## src/rtl/rsum_lane.sv

```systemverilog
module rsum_lane #(
  parameter int SAMPLE_W = 8,
  parameter int NUM_WIN  = 3,
  parameter int LOG_D    = 2,
  parameter int SUM_W    = SAMPLE_W + LOG_D * NUM_WIN
) (
  input  logic                     clk_i,
  input  logic                     rst_ni,
  input  logic                     strobe_i,
  input  logic [NUM_WIN-1:0]       bnd_i,
  input  logic [SAMPLE_W-1:0]      sample_i,
  output logic [NUM_WIN*SUM_W-1:0] sum_o,
  output logic [NUM_WIN*SUM_W-1:0] sum_d_o
);
  localparam int D = 1 << LOG_D;

  for (genvar k = 0; k < NUM_WIN; k++) begin : g_lvl
    logic [SUM_W-1:0] in_w, nxt_w, acc_q;
    logic [SUM_W-1:0] sr_q [D];
    logic             upd;

    if (k == 0) begin : g_head
      assign in_w = {{(SUM_W-SAMPLE_W){1'b0}}, sample_i};
    end else begin : g_link
      // rung k eats the freshly completed total of rung k-1
      assign in_w = g_lvl[k-1].nxt_w;
    end

    assign upd   = strobe_i && bnd_i[k];
    assign nxt_w = acc_q + in_w - sr_q[D-1];

    always_ff @(posedge clk_i or negedge rst_ni) begin
      if (!rst_ni) begin
        acc_q <= '0;
        for (int i = 0; i < D; i++) sr_q[i] <= '0;
      end else if (upd) begin
        acc_q   <= nxt_w;
        sr_q[0] <= in_w;
        for (int i = 1; i < D; i++) sr_q[i] <= sr_q[i-1];
      end
    end

    assign sum_o[k*SUM_W +: SUM_W]   = acc_q;
    assign sum_d_o[k*SUM_W +: SUM_W] = upd ? nxt_w : acc_q;
  end
endmodule

```

## src/rtl/thr_table.sv

```systemverilog
module thr_table #(
  parameter int NUM_CH   = 2,
  parameter int NUM_WIN  = 3,
  parameter int ENERGY_W = 2,
  parameter int SUM_W    = 14,
  parameter int CH_W     = 1,
  parameter int WIN_W    = 2
) (
  input  logic                            clk_i,
  input  logic                            rst_ni,
  input  logic                            we_i,
  input  logic [CH_W-1:0]                 ch_i,
  input  logic [ENERGY_W-1:0]             en_i,
  input  logic [WIN_W-1:0]                win_i,
  input  logic [SUM_W-1:0]                data_i,
  input  logic [ENERGY_W-1:0]             energy_i,
  output logic [NUM_CH*NUM_WIN*SUM_W-1:0] thr_o
);
  localparam int N_E = 1 << ENERGY_W;

  logic [SUM_W-1:0] tab_q [NUM_CH][N_E][NUM_WIN];
  logic             wr_ok;

  assign wr_ok = we_i && (int'(ch_i) < NUM_CH) && (int'(win_i) < NUM_WIN);

  always_ff @(posedge clk_i or negedge rst_ni) begin
    if (!rst_ni) begin
      for (int c = 0; c < NUM_CH; c++)
        for (int e = 0; e < N_E; e++)
          for (int w = 0; w < NUM_WIN; w++) tab_q[c][e][w] <= '1;
    end else if (wr_ok) begin
      tab_q[ch_i][en_i][win_i] <= data_i;
    end
  end

  for (genvar c = 0; c < NUM_CH; c++) begin : g_ch
    for (genvar w = 0; w < NUM_WIN; w++) begin : g_w
      assign thr_o[(c*NUM_WIN+w)*SUM_W +: SUM_W] = tab_q[c][energy_i][w];
    end
  end
endmodule

```

## src/rtl/peak_hold.sv

```systemverilog
module peak_hold #(
  parameter int NUM_CH   = 2,
  parameter int NUM_WIN  = 3,
  parameter int SUM_W    = 14,
  parameter int PEAK_LEN = 16
) (
  input  logic                            clk_i,
  input  logic                            rst_ni,
  input  logic                            strobe_i,
  input  logic [NUM_CH*NUM_WIN*SUM_W-1:0] sum_d_i,
  output logic [NUM_WIN*SUM_W-1:0]        peak_o
);
  localparam int PC_W = (PEAK_LEN > 1) ? $clog2(PEAK_LEN) : 1;

  logic [PC_W-1:0]  pcnt_q;
  logic [SUM_W-1:0] cur [NUM_WIN];
  logic [SUM_W-1:0] acc_q [NUM_WIN];
  logic [SUM_W-1:0] pk_q [NUM_WIN];
  logic             last;

  assign last = (int'(pcnt_q) == PEAK_LEN - 1);

  always_comb begin
    for (int w = 0; w < NUM_WIN; w++) begin
      cur[w] = acc_q[w];
      for (int c = 0; c < NUM_CH; c++)
        if (sum_d_i[(c*NUM_WIN+w)*SUM_W +: SUM_W] > cur[w])
          cur[w] = sum_d_i[(c*NUM_WIN+w)*SUM_W +: SUM_W];
    end
  end

  always_ff @(posedge clk_i or negedge rst_ni) begin
    if (!rst_ni) begin
      pcnt_q <= '0;
      for (int w = 0; w < NUM_WIN; w++) begin
        acc_q[w] <= '0;
        pk_q[w]  <= '0;
      end
    end else if (strobe_i) begin
      pcnt_q <= last ? '0 : pcnt_q + 1'b1;
      for (int w = 0; w < NUM_WIN; w++) begin
        acc_q[w] <= last ? '0 : cur[w];
        if (last) pk_q[w] <= cur[w];
      end
    end
  end

  for (genvar w = 0; w < NUM_WIN; w++) begin : g_out
    assign peak_o[w*SUM_W +: SUM_W] = pk_q[w];
  end
endmodule

```

## src/rtl/dump_osc.sv

```systemverilog
module dump_osc #(
  parameter int DIV = 4
) (
  input  logic clk_i,
  input  logic rst_ni,
  input  logic hold_i,
  output logic wave_o
);
  localparam int DC_W = (DIV > 1) ? $clog2(DIV) : 1;

  logic [DC_W-1:0] dcnt_q;
  logic            wrap;

  assign wrap = (int'(dcnt_q) == DIV - 1);

  always_ff @(posedge clk_i or negedge rst_ni) begin
    if (!rst_ni) begin
      dcnt_q <= '0;
      wave_o <= 1'b0;
    end else begin
      dcnt_q <= wrap ? '0 : dcnt_q + 1'b1;
      if (wrap && !hold_i) wave_o <= ~wave_o;
    end
  end
endmodule

```

## src/rtl/loss_window_guard.sv

```systemverilog
module loss_window_guard #(
  parameter int NUM_CH   = 2,
  parameter int SAMPLE_W = 8,
  parameter int NUM_WIN  = 3,
  parameter int LOG_D    = 2,
  parameter int ENERGY_W = 2,
  parameter int PEAK_LEN = 16,
  parameter int DIV      = 4,
  parameter int SUM_W    = SAMPLE_W + LOG_D * NUM_WIN,
  parameter int CH_W     = (NUM_CH > 1) ? $clog2(NUM_CH) : 1,
  parameter int WIN_W    = (NUM_WIN > 1) ? $clog2(NUM_WIN) : 1
) (
  input  logic                       clk_i,
  input  logic                       rst_ni,
  input  logic                       strobe_i,
  input  logic [NUM_CH*SAMPLE_W-1:0] sample_i,
  input  logic [ENERGY_W-1:0]        energy_i,
  input  logic                       thr_we_i,
  input  logic [CH_W-1:0]            thr_ch_i,
  input  logic [ENERGY_W-1:0]        thr_energy_i,
  input  logic [WIN_W-1:0]           thr_win_i,
  input  logic [SUM_W-1:0]           thr_data_i,
  input  logic                       mask_we_i,
  input  logic [NUM_CH-1:0]          mask_data_i,
  output logic                       dump_mask_o,
  output logic                       dump_unmask_o,
  output logic [NUM_WIN*SUM_W-1:0]   peak_o
);
  localparam int CNT_W = LOG_D * (NUM_WIN - 1);
  localparam int ALL_W = NUM_CH * NUM_WIN * SUM_W;

  logic [CNT_W-1:0]   cnt_q, cnt_nx;
  logic [NUM_WIN-1:0] bnd;
  logic [ALL_W-1:0]   sum_all, sum_d_all, thr_all;
  logic [NUM_CH-1:0]  mask_q, trip;
  logic               dump_mask_q, dump_unmask_q;

  assign cnt_nx = cnt_q + 1'b1;
  assign bnd[0] = 1'b1;
  for (genvar k = 1; k < NUM_WIN; k++) begin : g_bnd
    assign bnd[k] = (cnt_nx[LOG_D*k-1:0] == '0);
  end

  always_ff @(posedge clk_i or negedge rst_ni) begin
    if (!rst_ni)       cnt_q <= '0;
    else if (strobe_i) cnt_q <= cnt_nx;
  end

  for (genvar c = 0; c < NUM_CH; c++) begin : g_lane
    logic [NUM_WIN-1:0] hit;
    rsum_lane #(
      .SAMPLE_W(SAMPLE_W), .NUM_WIN(NUM_WIN), .LOG_D(LOG_D), .SUM_W(SUM_W)
    ) u_lane (
      .clk_i    (clk_i),
      .rst_ni   (rst_ni),
      .strobe_i (strobe_i),
      .bnd_i    (bnd),
      .sample_i (sample_i[c*SAMPLE_W +: SAMPLE_W]),
      .sum_o    (sum_all[c*NUM_WIN*SUM_W +: NUM_WIN*SUM_W]),
      .sum_d_o  (sum_d_all[c*NUM_WIN*SUM_W +: NUM_WIN*SUM_W])
    );
    for (genvar w = 0; w < NUM_WIN; w++) begin : g_cmp
      assign hit[w] = sum_all[(c*NUM_WIN+w)*SUM_W +: SUM_W] >=
                      thr_all[(c*NUM_WIN+w)*SUM_W +: SUM_W];
    end
    assign trip[c] = |hit;
  end

  thr_table #(
    .NUM_CH(NUM_CH), .NUM_WIN(NUM_WIN), .ENERGY_W(ENERGY_W),
    .SUM_W(SUM_W), .CH_W(CH_W), .WIN_W(WIN_W)
  ) u_thr (
    .clk_i    (clk_i),
    .rst_ni   (rst_ni),
    .we_i     (thr_we_i),
    .ch_i     (thr_ch_i),
    .en_i     (thr_energy_i),
    .win_i    (thr_win_i),
    .data_i   (thr_data_i),
    .energy_i (energy_i),
    .thr_o    (thr_all)
  );

  always_ff @(posedge clk_i or negedge rst_ni) begin
    if (!rst_ni) begin
      mask_q        <= '0;
      dump_mask_q   <= 1'b0;
      dump_unmask_q <= 1'b0;
    end else begin
      if (mask_we_i) mask_q <= mask_data_i;
      dump_unmask_q <= dump_unmask_q | (|trip);
      dump_mask_q   <= dump_mask_q | (|(trip & ~mask_q));
    end
  end

  peak_hold #(
    .NUM_CH(NUM_CH), .NUM_WIN(NUM_WIN), .SUM_W(SUM_W), .PEAK_LEN(PEAK_LEN)
  ) u_peak (
    .clk_i    (clk_i),
    .rst_ni   (rst_ni),
    .strobe_i (strobe_i),
    .sum_d_i  (sum_d_all),
    .peak_o   (peak_o)
  );

  dump_osc #(.DIV(DIV)) u_osc_mask (
    .clk_i (clk_i), .rst_ni (rst_ni), .hold_i (dump_mask_q), .wave_o (dump_mask_o)
  );

  dump_osc #(.DIV(DIV)) u_osc_unmask (
    .clk_i (clk_i), .rst_ni (rst_ni), .hold_i (dump_unmask_q), .wave_o (dump_unmask_o)
  );
endmodule

```

## config.mk

```make
export PLATFORM = sky130hd
export DESIGN_NAME = loss_window_guard
export DESIGN_NICKNAME = d
export VERILOG_FILES = /design/src/rtl/rsum_lane.sv /design/src/rtl/thr_table.sv /design/src/rtl/peak_hold.sv /design/src/rtl/dump_osc.sv /design/src/rtl/loss_window_guard.sv
export SDC_FILE = /design/constraint.sdc
export NUM_CORES = 2
export LEC_CHECK = 0
export CAP_MARGIN = 25
export CELL_PAD_IN_SITES_DETAIL_PLACEMENT = 2
export CELL_PAD_IN_SITES_GLOBAL_PLACEMENT = 2
export CORE_ASPECT_RATIO = 1.5
export CORE_UTILIZATION = 45
export DETAILED_ROUTE_END_ITERATION = 16
export HOLD_SLACK_MARGIN = 0.02
export PLACE_DENSITY_LB_ADDON = 0.1
export SYNTH_ARGS = -nofsm -noshare
export SYNTH_HDL_FRONTEND = slang
export SYNTH_SLANG_ARGS = --single-unit
```

## constraint.sdc

```tcl
create_clock -name clk_i -period 20 [get_ports clk_i]
set_clock_uncertainty 0.15 [all_clocks]
set_input_delay 4 -clock clk_i [delete_from_list [all_inputs] [get_ports clk_i]]
set_output_delay 4 -clock clk_i [all_outputs]
set_load 0.02 [all_outputs]
```

==> impl_metrics.ini <==
[logic_synthesis]
synth_seq_area_share = 0.485
synth_seq_cells = 810
synth.avg_cell_area_um2 = 11.8
syn_area_um2 = 42700
synth_edf_count = 0
async_reset_ff_frac = 1.00
yosysUniqueCellTypes = 73
synth_flop_cell = dfrtp_1
syn-instance-count = 3613
yosys_warnings = 0
syn_nets = 3982

[setup_path]
cp-start-kind = primary input
critical_path.slowest_cell = and2_1
startpoint = sample_i[1]
rr_endpoint = u_peak.acc_q[11]
r2r_slack_ns = 7.96
ff2ff_path_depth = 48
endpoint = u_peak.acc_q[11]
reg2reg_from = g_lane[0].u_lane.g_lvl[0].acc_q[1]
critical_path_class = primary input to flip-flop
cp_data_required_time_ns = 20.40
cp_max_fo = 22
cp_slowest_stage_delay_ns = 0.69
end_kind = flip-flop
crit_arrival_ns = 15.99
critical_path.most_common_cell = a21oi_1

[clock_network]
cts_resized = 0
post_cts_buffers = 0
clockRootBuffer = clkbuf_16
clock_sinks = 810
cts_tree = yes
path_clk_slew_ns = 0.06
clockBufferDepth = 3
cts_hold_buf = 0
cts_max_level = 3
clock_latency_ns = 0.67
numCtsBuffers = 84

[sta]
rsz0062_at_grt = no
finalMaxSlewViolations = 0
max_freq_mhz = 64.1
slew_headroom = 0.258
tightest_slew_ns = 1.11
fin_crit_sh = 0.780
finalHoldViolations = 0
setup_tns_ns = 0
setup_viol = 0
min_period_ns = 15.60

[routing]
drc = 0
avgRoutedWirePerCell_um = 28.6
first_pass_iters = 5
routed_via_density = 5.77
wl_um = 144000
vias = 29000
drtIter0Drc = 1671
ant_nets = 0

[finish]
fin_nets = 4067
antenna_cells = 0
drive_gt1_frac = 0.315
final_common_cell = mux2_2
num-fill-cells = 9070
layout_common_cells = mux2_2, dfrtp_1, nand2_1
area_delta_synth_final_pct = 13.0

[grt]
grt_first_pass_wirelength_um = 212000
first_global_vias = 33300
grt_antenna_before_repair = 3
grt_max_degree = 155
overflow = 0
grtUsageTotal = 0.299

[outcome]
status = finished, final reports clean

[floorplanning]
core_area_um2 = 94100
fp.dieH_um = 379
ios = 88
fp.dieW_um = 253
dieArea_um2 = 96100
placementRows = 138
start_util = 0.454

[min_path]
min_path_type = flip-flop to flip-flop

[flow_run]
maxCapViolCount = 0

[placed_design]
dp_hpwl_um = 101000
portBuffers = 87
place_congestion = 0.886
-- final cells by class --
type	count	area [µm²]	share of cell area
repair buffers	164	1750	0.0363
clock inverters	34	404	0.00838
well taps	1260	1580	0.0327
flip-flops and latches	810	20700	0.429
clock buffers	117	2380	0.0493
multi-input cells	2282	20100	0.417
inverters	356	1340	0.0277
-- how the worst min path moves through the flow --
stage / from / endpoint / slack [ns] / cells past startpoint
after floorplan: u_osc_mask.dcnt_q[0] / u_osc_mask.dcnt_q[0] / 0.25 / 1
after global placement: u_osc_mask.dcnt_q[0] / u_osc_mask.dcnt_q[0] / 0.26 / 1
after detailed placement: u_osc_mask.dcnt_q[0] / u_osc_mask.dcnt_q[0] / 0.28 / 1
after CTS: u_osc_mask.dcnt_q[0] / u_osc_mask.dcnt_q[0] / 0.29 / 1
after global routing: u_osc_unmask.dcnt_q[0] / u_osc_unmask.dcnt_q[0] / 0.31 / 1
final: u_osc_mask.dcnt_q[0] / u_osc_mask.dcnt_q[0] / 0.28 / 1
-- sequential cells by signal (all words and copies together) (netlist names) --
signal                     cells
u_peak.pcnt_q                  4
dump_mask_q                    1
u_osc_mask.dcnt_q              2
g_lane.u_lane.g_lvl.acc_q     84
u_peak.peak_o                 42
mask_q                         2
u_osc_mask.wave_o              1
u_peak.acc_q                  42
g_lane.u_lane.g_lvl.sr_q     288
u_thr.tab_q                  336
u_osc_unmask.wave_o            1
u_osc_unmask.dcnt_q            2
dump_unmask_q                  1
cnt_q                          4
-- routing by layer --
layer  share of wire  global-route usage  vias to the layer above
met1            0.40               0.354                    15600
met4           0.043               0.123                        2
li1                -                   -                    12700
met2            0.53               0.551                      457
met5         0.00012                   0                        -
met3           0.026              0.0263                      227
-- synthesized netlist by cell type (20+ instances only) --
library cell,number,area [µm²]
inv_1,356,1340
buf_1,30,113
mux2i_1,52,521
dfrtp_1,474,11900
xnor2_1,58,508
ha_1,257,3220
nor2_1,64,240
o21ai_0,183,916
mux2_2,525,5910
o21bai_1,20,150
a21o_1,65,488
nor2b_1,24,150
nand3_1,20,100
mux4_2,84,1890
fa_1,68,1360
o22ai_1,31,194
nand4_1,36,225
dfstp_2,336,8830
clkbuf_1,133,499
a21oi_1,104,521
a211oi_1,20,150
nand2_1,438,1640
o21a_1,20,150
-- stage by stage --
stage	std cells	hold WS, ns	cell area [µm²]	setup WS [ns]	util
after global routing	5023	0.307	48200	3.62	0.513
final	5023	0.280	48200	4.40	0.513
after floorplan	3613	0.253	42700	6.18	-
after global placement	4851	0.264	45000	4.36	0.478
after CTS	5005	0.288	47900	4.44	0.509
after detailed placement	4854	0.282	45100	3.81	0.479
-- worst max-delay path: cells and delay by family --
kind | cells | cell delay, ns
compound gates | 20 | 3.97
fa+ha+maj | 8 | 3.19
simple gates | 10 | 2.11
buf+inv | 7 | 1.27
xor+xnor | 3 | 1.11
mux | 1 | 0.32
-- logic make-up after synthesis --
kind of cell,share of synthesized area
flip-flops,0.485
multiplexers,0.195
buffers and inverters,0.0459
AND/OR/NAND/NOR,0.0684
AO/OA/AOI/OAI,0.0808
adder cells (fa/ha/maj),0.107
XOR/XNOR,0.0176
Power is not shown: default switching activity piles up to over one toggle a cycle in this logic, so the estimate is an artifact.
